### src/rtl/sfl_pkg.sv
package sfl_pkg;
   // Serial events recovered in the system clock domain
   typedef struct packed {
      logic rise;   // serial clock 0->1 seen this cycle
      logic fall;   // serial clock 1->0 seen this cycle
      logic dat;    // synchronised serial data
   } sfl_event_t;
endpackage

### src/rtl/sfl_sync_edge.sv
module sfl_sync_edge
   import sfl_pkg::*;
#(
   parameter int SYNC_STAGES = 2
) (
   input  logic       clk,
   input  logic       rst_n,
   input  logic       ser_clk_i,
   input  logic       ser_dat_i,
   output sfl_event_t ev_o
);
   localparam int LAST = SYNC_STAGES - 1;

   if (SYNC_STAGES < 2) begin : g_bad_stages
      $error("sfl_sync_edge: SYNC_STAGES must be at least 2");
   end

   logic [LAST:0] clk_sh;
   logic [LAST:0] dat_sh;
   logic          clk_prev;

   always_ff @(posedge clk or negedge rst_n) begin
      if (!rst_n) begin
         clk_sh   <= '0;
         dat_sh   <= '0;
         clk_prev <= 1'b0;
      end else begin
         clk_sh   <= {clk_sh[LAST-1:0], ser_clk_i};
         dat_sh   <= {dat_sh[LAST-1:0], ser_dat_i};
         clk_prev <= clk_sh[LAST];
      end
   end

   always_comb begin
      ev_o.rise = clk_sh[LAST] & ~clk_prev;
      ev_o.fall = ~clk_sh[LAST] & clk_prev;
      ev_o.dat  = dat_sh[LAST];
   end

   // A detected rise cannot repeat in the next cycle
   AST_RISE_SINGLE: assert property (@(posedge clk) disable iff (!rst_n)
      ev_o.rise |=> !ev_o.rise);
endmodule

### src/rtl/sfl_shift_chain.sv
module sfl_shift_chain
   import sfl_pkg::*;
#(
   parameter int NUM_SEG = 35
) (
   input  logic               clk,
   input  logic               rst_n,
   input  sfl_event_t         ev_i,
   output logic               xfer_o,
   output logic [NUM_SEG-1:0] word_o
);
   localparam int TOP = NUM_SEG - 1;

   if (NUM_SEG < 2) begin : g_bad_width
      $error("sfl_shift_chain: NUM_SEG must be at least 2");
   end

   logic [TOP:0] chain_q;
   logic         ctl_q;    // marker has left the chain, clear pending
   logic [TOP:0] shifted;

   assign shifted = {chain_q[TOP-1:0], ev_i.dat};
   assign xfer_o  = ev_i.rise & chain_q[TOP];
   assign word_o  = shifted;

   always_ff @(posedge clk or negedge rst_n) begin
      if (!rst_n) begin
         chain_q <= '0;
         ctl_q   <= 1'b0;
      end else if (ev_i.rise) begin
         chain_q <= shifted;
         if (chain_q[TOP]) ctl_q <= 1'b1;
      end else if (ev_i.fall && ctl_q) begin
         chain_q <= '0;
         ctl_q   <= 1'b0;
      end
   end

   AST_MARK_XFER: assert property (@(posedge clk) disable iff (!rst_n)
      (ev_i.rise && chain_q[TOP]) |=> ctl_q);
   AST_CLEAR_ON_FALL: assert property (@(posedge clk) disable iff (!rst_n)
      (ev_i.fall && ctl_q) |=> (chain_q == '0 && !ctl_q));
   AST_FALL_NO_SHIFT: assert property (@(posedge clk) disable iff (!rst_n)
      (!ev_i.rise && !ctl_q) |=> $stable(chain_q));
endmodule

### src/rtl/sfl_disp_reg.sv
module sfl_disp_reg #(
   parameter int NUM_SEG       = 35,
   parameter bit FIRST_BIT_MSB = 1'b1
) (
   input  logic               clk,
   input  logic               rst_n,
   input  logic               xfer_i,
   input  logic [NUM_SEG-1:0] word_i,
   output logic [NUM_SEG-1:0] seg_o,
   output logic               upd_o
);
   logic [NUM_SEG-1:0] mapped;

   if (FIRST_BIT_MSB) begin : g_msb_first
      assign mapped = word_i;
   end else begin : g_lsb_first
      for (genvar i = 0; i < NUM_SEG; i++) begin : g_rev
         assign mapped[i] = word_i[NUM_SEG-1-i];
      end
   end

   always_ff @(posedge clk or negedge rst_n) begin
      if (!rst_n) begin
         seg_o <= '0;
         upd_o <= 1'b0;
      end else begin
         upd_o <= xfer_i;
         if (xfer_i) seg_o <= mapped;
      end
   end

   AST_STROBE_ONE: assert property (@(posedge clk) disable iff (!rst_n)
      upd_o |=> !upd_o);
endmodule

### src/rtl/sfl_frame_latch.sv
module sfl_frame_latch
   import sfl_pkg::*;
#(
   parameter int NUM_SEG       = 35,
   parameter int SYNC_STAGES   = 2,
   parameter bit FIRST_BIT_MSB = 1'b1
) (
   input  logic               clk,
   input  logic               rst_n,
   input  logic               ser_clk,
   input  logic               ser_dat,
   output logic [NUM_SEG-1:0] seg_q,
   output logic               upd_pulse
);
   sfl_event_t         ev;
   logic               xfer;
   logic [NUM_SEG-1:0] word;

   sfl_sync_edge #(.SYNC_STAGES(SYNC_STAGES)) u_sync (
      .clk(clk), .rst_n(rst_n), .ser_clk_i(ser_clk), .ser_dat_i(ser_dat),
      .ev_o(ev));

   sfl_shift_chain #(.NUM_SEG(NUM_SEG)) u_chain (
      .clk(clk), .rst_n(rst_n), .ev_i(ev), .xfer_o(xfer), .word_o(word));

   sfl_disp_reg #(.NUM_SEG(NUM_SEG), .FIRST_BIT_MSB(FIRST_BIT_MSB)) u_disp (
      .clk(clk), .rst_n(rst_n), .xfer_i(xfer), .word_i(word),
      .seg_o(seg_q), .upd_o(upd_pulse));

   AST_SEG_ONLY_ON_UPD: assert property (@(posedge clk) disable iff (!rst_n)
      (seg_q != $past(seg_q)) |-> upd_pulse);
   AST_RESET_STATE: assert property (@(posedge clk)
      !rst_n |-> (seg_q == '0 && !upd_pulse));
endmodule

### config.mk
export PLATFORM = sky130hd
export DESIGN_NAME = sfl_frame_latch
export DESIGN_NICKNAME = d
export VERILOG_FILES = /design/src/rtl/sfl_pkg.sv /design/src/rtl/sfl_sync_edge.sv /design/src/rtl/sfl_shift_chain.sv /design/src/rtl/sfl_disp_reg.sv /design/src/rtl/sfl_frame_latch.sv
export SDC_FILE = /design/constraint.sdc
export NUM_CORES = 1
export LEC_CHECK = 0
export ABC_CLOCK_PERIOD_IN_PS = 4200
export BUFFER_PORTS_ARGS = -buffer_cell sky130_fd_sc_hd__buf_2
export CAP_MARGIN = 20
export CORE_AREA = 3 3 79 81
export DETAILED_ROUTE_END_ITERATION = 7
export DIE_AREA = 0 0 82 84
export MAX_ROUTING_LAYER = met4
export PLACE_DENSITY_LB_ADDON = 0.15
export REMOVE_ABC_BUFFERS = 1
export SLEW_MARGIN = 20
export SYNTH_ARGS = -nofsm -noshare
export SYNTH_HDL_FRONTEND = slang
export SYNTH_SLANG_ARGS = --single-unit
### constraint.sdc
create_clock -name clk -period 4.2 [get_ports clk]
set_input_delay 0.63 -clock clk [delete_from_list [all_inputs] [get_ports clk]]
set_output_delay 0.63 -clock clk [all_outputs]
set_load 0.01 [all_outputs]
# After elaboration in Yosys (flattened, before gate mapping)
# Index checks and enable logic that the tools add are counted.
# totals
reg_bits	77
inputBits	4
out_inout_bits	36
wordCells	21
# classes
n_eq_ne	1
mux	5
n_bitwise	5
reduce_logical	3
# ops
cell	count
2-to-1 mux 35 bit	2
AND 1 bit	3
2-to-1 mux 1 bit	3
inequality test 2 bit, second input constant	1
inverter 1 bit	2
AND reduction 2 bit	1
nonzero test 2 bit	1
logical AND 1 bit	1

# Logic depth before layout (Yosys ltp)
# logic_depth
word_depth	5
mapped_depth	5
mapped_depth_nobuf	3

# By module
# Synthesis repeated with hierarchy kept, for this count alone.
# unflattened
hier_cells	240
hier_area_um2	3430.8
# modules_own_cells
mod	n_inst	cells_per_inst	area_each_um2	seq_area_each_um2
sfl_shift_chain	1	157	1804.2	900.9
sfl_disp_reg	1	75	1478.9	900.9
sfl_sync_edge	1	8	147.6	125.1

# Least setup slack after synthesis
# Ideal clock, no wire load.
# synth_path
kind	reg-to-reg
start	register u_sync.clk_sh[1]
end	register u_disp.seg_o[0]
setup_ns	0.125
arrival_time_ns	1.323
required_time_ns	4.075
setup_slack_ns	2.752
path_stages_with_launch	6
path_buffers	2
period_less_slack_ns	1.448
cell_sequence	dfrtp_1 > and2b_1 > buf_4 > nand2_4 > buf_6 > mux2_4
# synth_between
elab_chain_cells	2
# synth_rtl
element	line_no	text
start, declared	sfl_sync_edge.sv:18	logic [LAST:0] clk_sh;
start signal, assigned	sfl_sync_edge.sv:28	clk_sh <= {clk_sh[LAST-1:0], ser_clk_i};
AND 1 bit	sfl_sync_edge.sv:35	ev_o.rise = clk_sh[LAST] & ~clk_prev;
AND 1 bit	sfl_shift_chain.sv:23	assign xfer_o = ev_i.rise & chain_q[TOP];
end signal, assigned	sfl_disp_reg.sv:28	if (xfer_i) seg_o <= mapped;
end, declared	sfl_disp_reg.sv:9	output logic [NUM_SEG-1:0] seg_o,
# Every way passes these cells.
# A chain may end at the register's enable or synchronous reset.

# Worst setup path after layout
# layout_path
start	register u_sync.clk_sh[1]
end	register u_disp.seg_o[27]
# Same word-level chain as after synthesis.

==> results_dict.tcl <==
set metrics [dict create \
    yosysWarningCount 0 \
    grt.total_usage 0.1620 \
    place_ws_ns 2.247 \
    portBuffers 39 \
    drtPass1Iterations 4 \
    drt_iter0_markers 148 \
    syn_area_sq_um 3018 \
    required_ns 4.41 \
    slowest_delay_ns 0.51 \
    synth_cells 240 \
    layout_min_cycle_time_ns 1.927 \
    cpMaxStageDelayCell "nand2_4" \
    drive_gt1_frac 0.3345 \
    relSlewSlack 0.3823 \
    setup_viol_count_final 0 \
    coreArea_sq_um 5540 \
    vias 1807 \
    setup_ws_ns 2.273 \
    nNetsFinal 283 \
    nFillCells 452 \
    cts.sinks 77 \
    cts_resized 0 \
    hold_depth 0 \
    numCtsBuffers 9 \
    antenna_cells 0 \
    min_from "u_sync.clk_sh[0]$_DFF_PN0_" \
    wl_per_cell_microns 13.90 \
    crit_type "reg2reg" \
    r2r-end "u_disp.seg_o[27]$_DFFE_PN0P_" \
    cp_max_fo 36 \
    skew_ns 0.007442 \
    ctsHoldBuffers 0 \
    slew_violations 0 \
    cts.htree.levels 3 \
    peakVddDrop_mv 0.4275 \
    synth-seq-cells 77 \
    grt_pass1_vias 1683 \
    clk-insertion-delay-late_ns 0.33 \
    synth-seq-area-share 0.6385 \
    final_cell_mix "dfrtp_1 (77), nor2_1 (64), buf_2 (38)" \
    worst_pin_slew_ns 0.9265 \
    cts_setup_buffers 0 \
    cp-start-kind "flip-flop" \
    ys_types 18 \
    whs_endpoint "u_sync.clk_sh[1]$_DFF_PN0_" \
    timing.fmax_mhz 519.0 \
    p_leak_nw 1.730 \
    grt_pass1_wl_mm 8.293 \
    cts.clk_slew.worst_paths_ns 0.07 \
    grt_max_degree 78 \
    crit_arrival_ns 2.14 \
    worstPathCellList "and2b_1 > buf_4 > nand2_4 > mux2_2" \
    rr_worst_depth 4 \
    maxCapViolCount 0 \
    rrSetupSlack_ns 2.27 \
    status "finished, final reports clean" \
    setup_tns_ns 0 \
    die_y_microns 84 \
    cts_tree "done" \
    gp_congestion 0.7220 \
    drcViolationCount 0 \
    ios 40 \
    antenna_found_initial 0 \
    syn2layout_area_growth_pct 14.55 \
    rows 27 \
    overflow 0 \
    synth_area_per_cell_sq_um 12.57 \
    cts-root-buf "clkbuf_8" \
    cts_buffer_depth 2 \
    drt-total-wl_mm 4.950 \
    min_path_type "reg2reg" \
    layout_commonest_cell "dfrtp_1" \
    dp_hpwl_mm 2.976 \
    die_x_microns 82 \
    post-route-period-util 0.4588 \
    grt_setup_unrepaired "no" \
    power_density_nw_per_um2 683.3 \
    antenna_left 0 \
    hold_violations 0 \
    vias_per_cell 5.076 \
    cp-end-kind "flip-flop" \
    initial_core_util 0.5447 \
    die-area_sq_um 6888 \
    rr_startpoint "u_sync.clk_sh[1]$_DFF_PN0_" \
]
==> registers in the layout (all words and copies together) (netlist names) <==
name and cells:
u_chain.chain_q 35, u_disp.seg_o 35, u_sync.clk_sh 2, u_sync.dat_sh 2, u_chain.ctl_q 1, u_disp.upd_o 1
u_sync.clk_prev 1
==> power breakdown <==
group	total [mW]	internal, mW	switching [mW]
clock	0.567	0.320	0.247
combinational	0.635	0.370	0.266
sequential	1.16	0.994	0.165
==> cell type report <==
cell class	count	area [sq um]	area share
inverters	2	7.507	0.002172
multi-input cells	147	1002	0.2899
clock inverters	4	45.04	0.01303
repair buffers	42	220.2	0.06370
flip-flops and latches	77	1927	0.5574
well taps	72	90.09	0.02606
clock buffers	12	165.2	0.04777
==> metrics by stage <==
step	std cells	hold WS [ns]	power (mW)	util	cell area, sq um
finish	356	0.3552	2.362	0.6240	3457
global route	356	0.3621	2.517	0.6240	3457
CTS	356	0.3586	2.394	0.6240	3457
detailed placement	340	0.3413	1.820	0.5860	3247
global placement	340	0.3334	1.797	0.5860	3247
floorplan	226	0.3312	1.560	-	2934
==> cell families after synthesis <==
logic type | Yosys count | synth area share
simple gates | 101 | 0.1426
flops | 77 | 0.6385
mux | 35 | 0.1667
buf+inv | 16 | 0.03027
compound gates | 11 | 0.02197
==> synthesized netlist by cell type <==
master | number | area share
buf_6 | 3 | 0.011
nor2_1 | 65 | 0.081
nand2_1 | 3 | 0.0037
clkbuf_1 | 6 | 0.0075
and2b_1 | 1 | 0.0025
a21o_1 | 1 | 0.0025
nand2_4 | 1 | 0.0037
buf_4 | 1 | 0.0025
o22ai_1 | 4 | 0.0083
a21oi_1 | 5 | 0.0083
a22o_1 | 1 | 0.0029
mux2_2 | 6 | 0.022
buf_2 | 4 | 0.0066
nor3_1 | 30 | 0.050
dfrtp_1 | 77 | 0.64
inv_1 | 2 | 0.0025
nand2b_1 | 1 | 0.0021
mux2_4 | 29 | 0.14
==> worst max-delay path: cells and delay by family (launching register included) <==
kind,cells,cell delay (ns)
simple gates,2,0.70
mux,1,0.40
flops,1,0.46
buf+inv,1,0.23
==> how the worst max path moves through the flow <==
stage	startpoint	cells after the start	to
6_report	u_sync.clk_sh[1]$_DFF_PN0_	4	u_disp.seg_o[27]$_DFFE_PN0P_
3_5_place_dp	u_sync.clk_sh[1]$_DFF_PN0_	4	u_disp.seg_o[3]$_DFFE_PN0P_
4_1_cts	u_sync.clk_sh[1]$_DFF_PN0_	4	u_disp.seg_o[8]$_DFFE_PN0P_
3_3_place_gp	u_sync.clk_sh[1]$_DFF_PN0_	4	u_disp.seg_o[24]$_DFFE_PN0P_
2_1_floorplan	u_sync.clk_sh[1]$_DFF_PN0_	3	u_disp.seg_o[0]$_DFFE_PN0P_
5_1_grt	u_sync.clk_sh[1]$_DFF_PN0_	4	u_disp.seg_o[8]$_DFFE_PN0P_
==> layer usage <==
layer  vias up  global-route usage  wire (microns)
met5         -                   -               0
met4         0             0.07251              58
met3         6             0.03240             233
met2        48              0.2123            2250
met1       876              0.2422            2407
li1        877                   -               -
(Power assumes the default switching activity.)
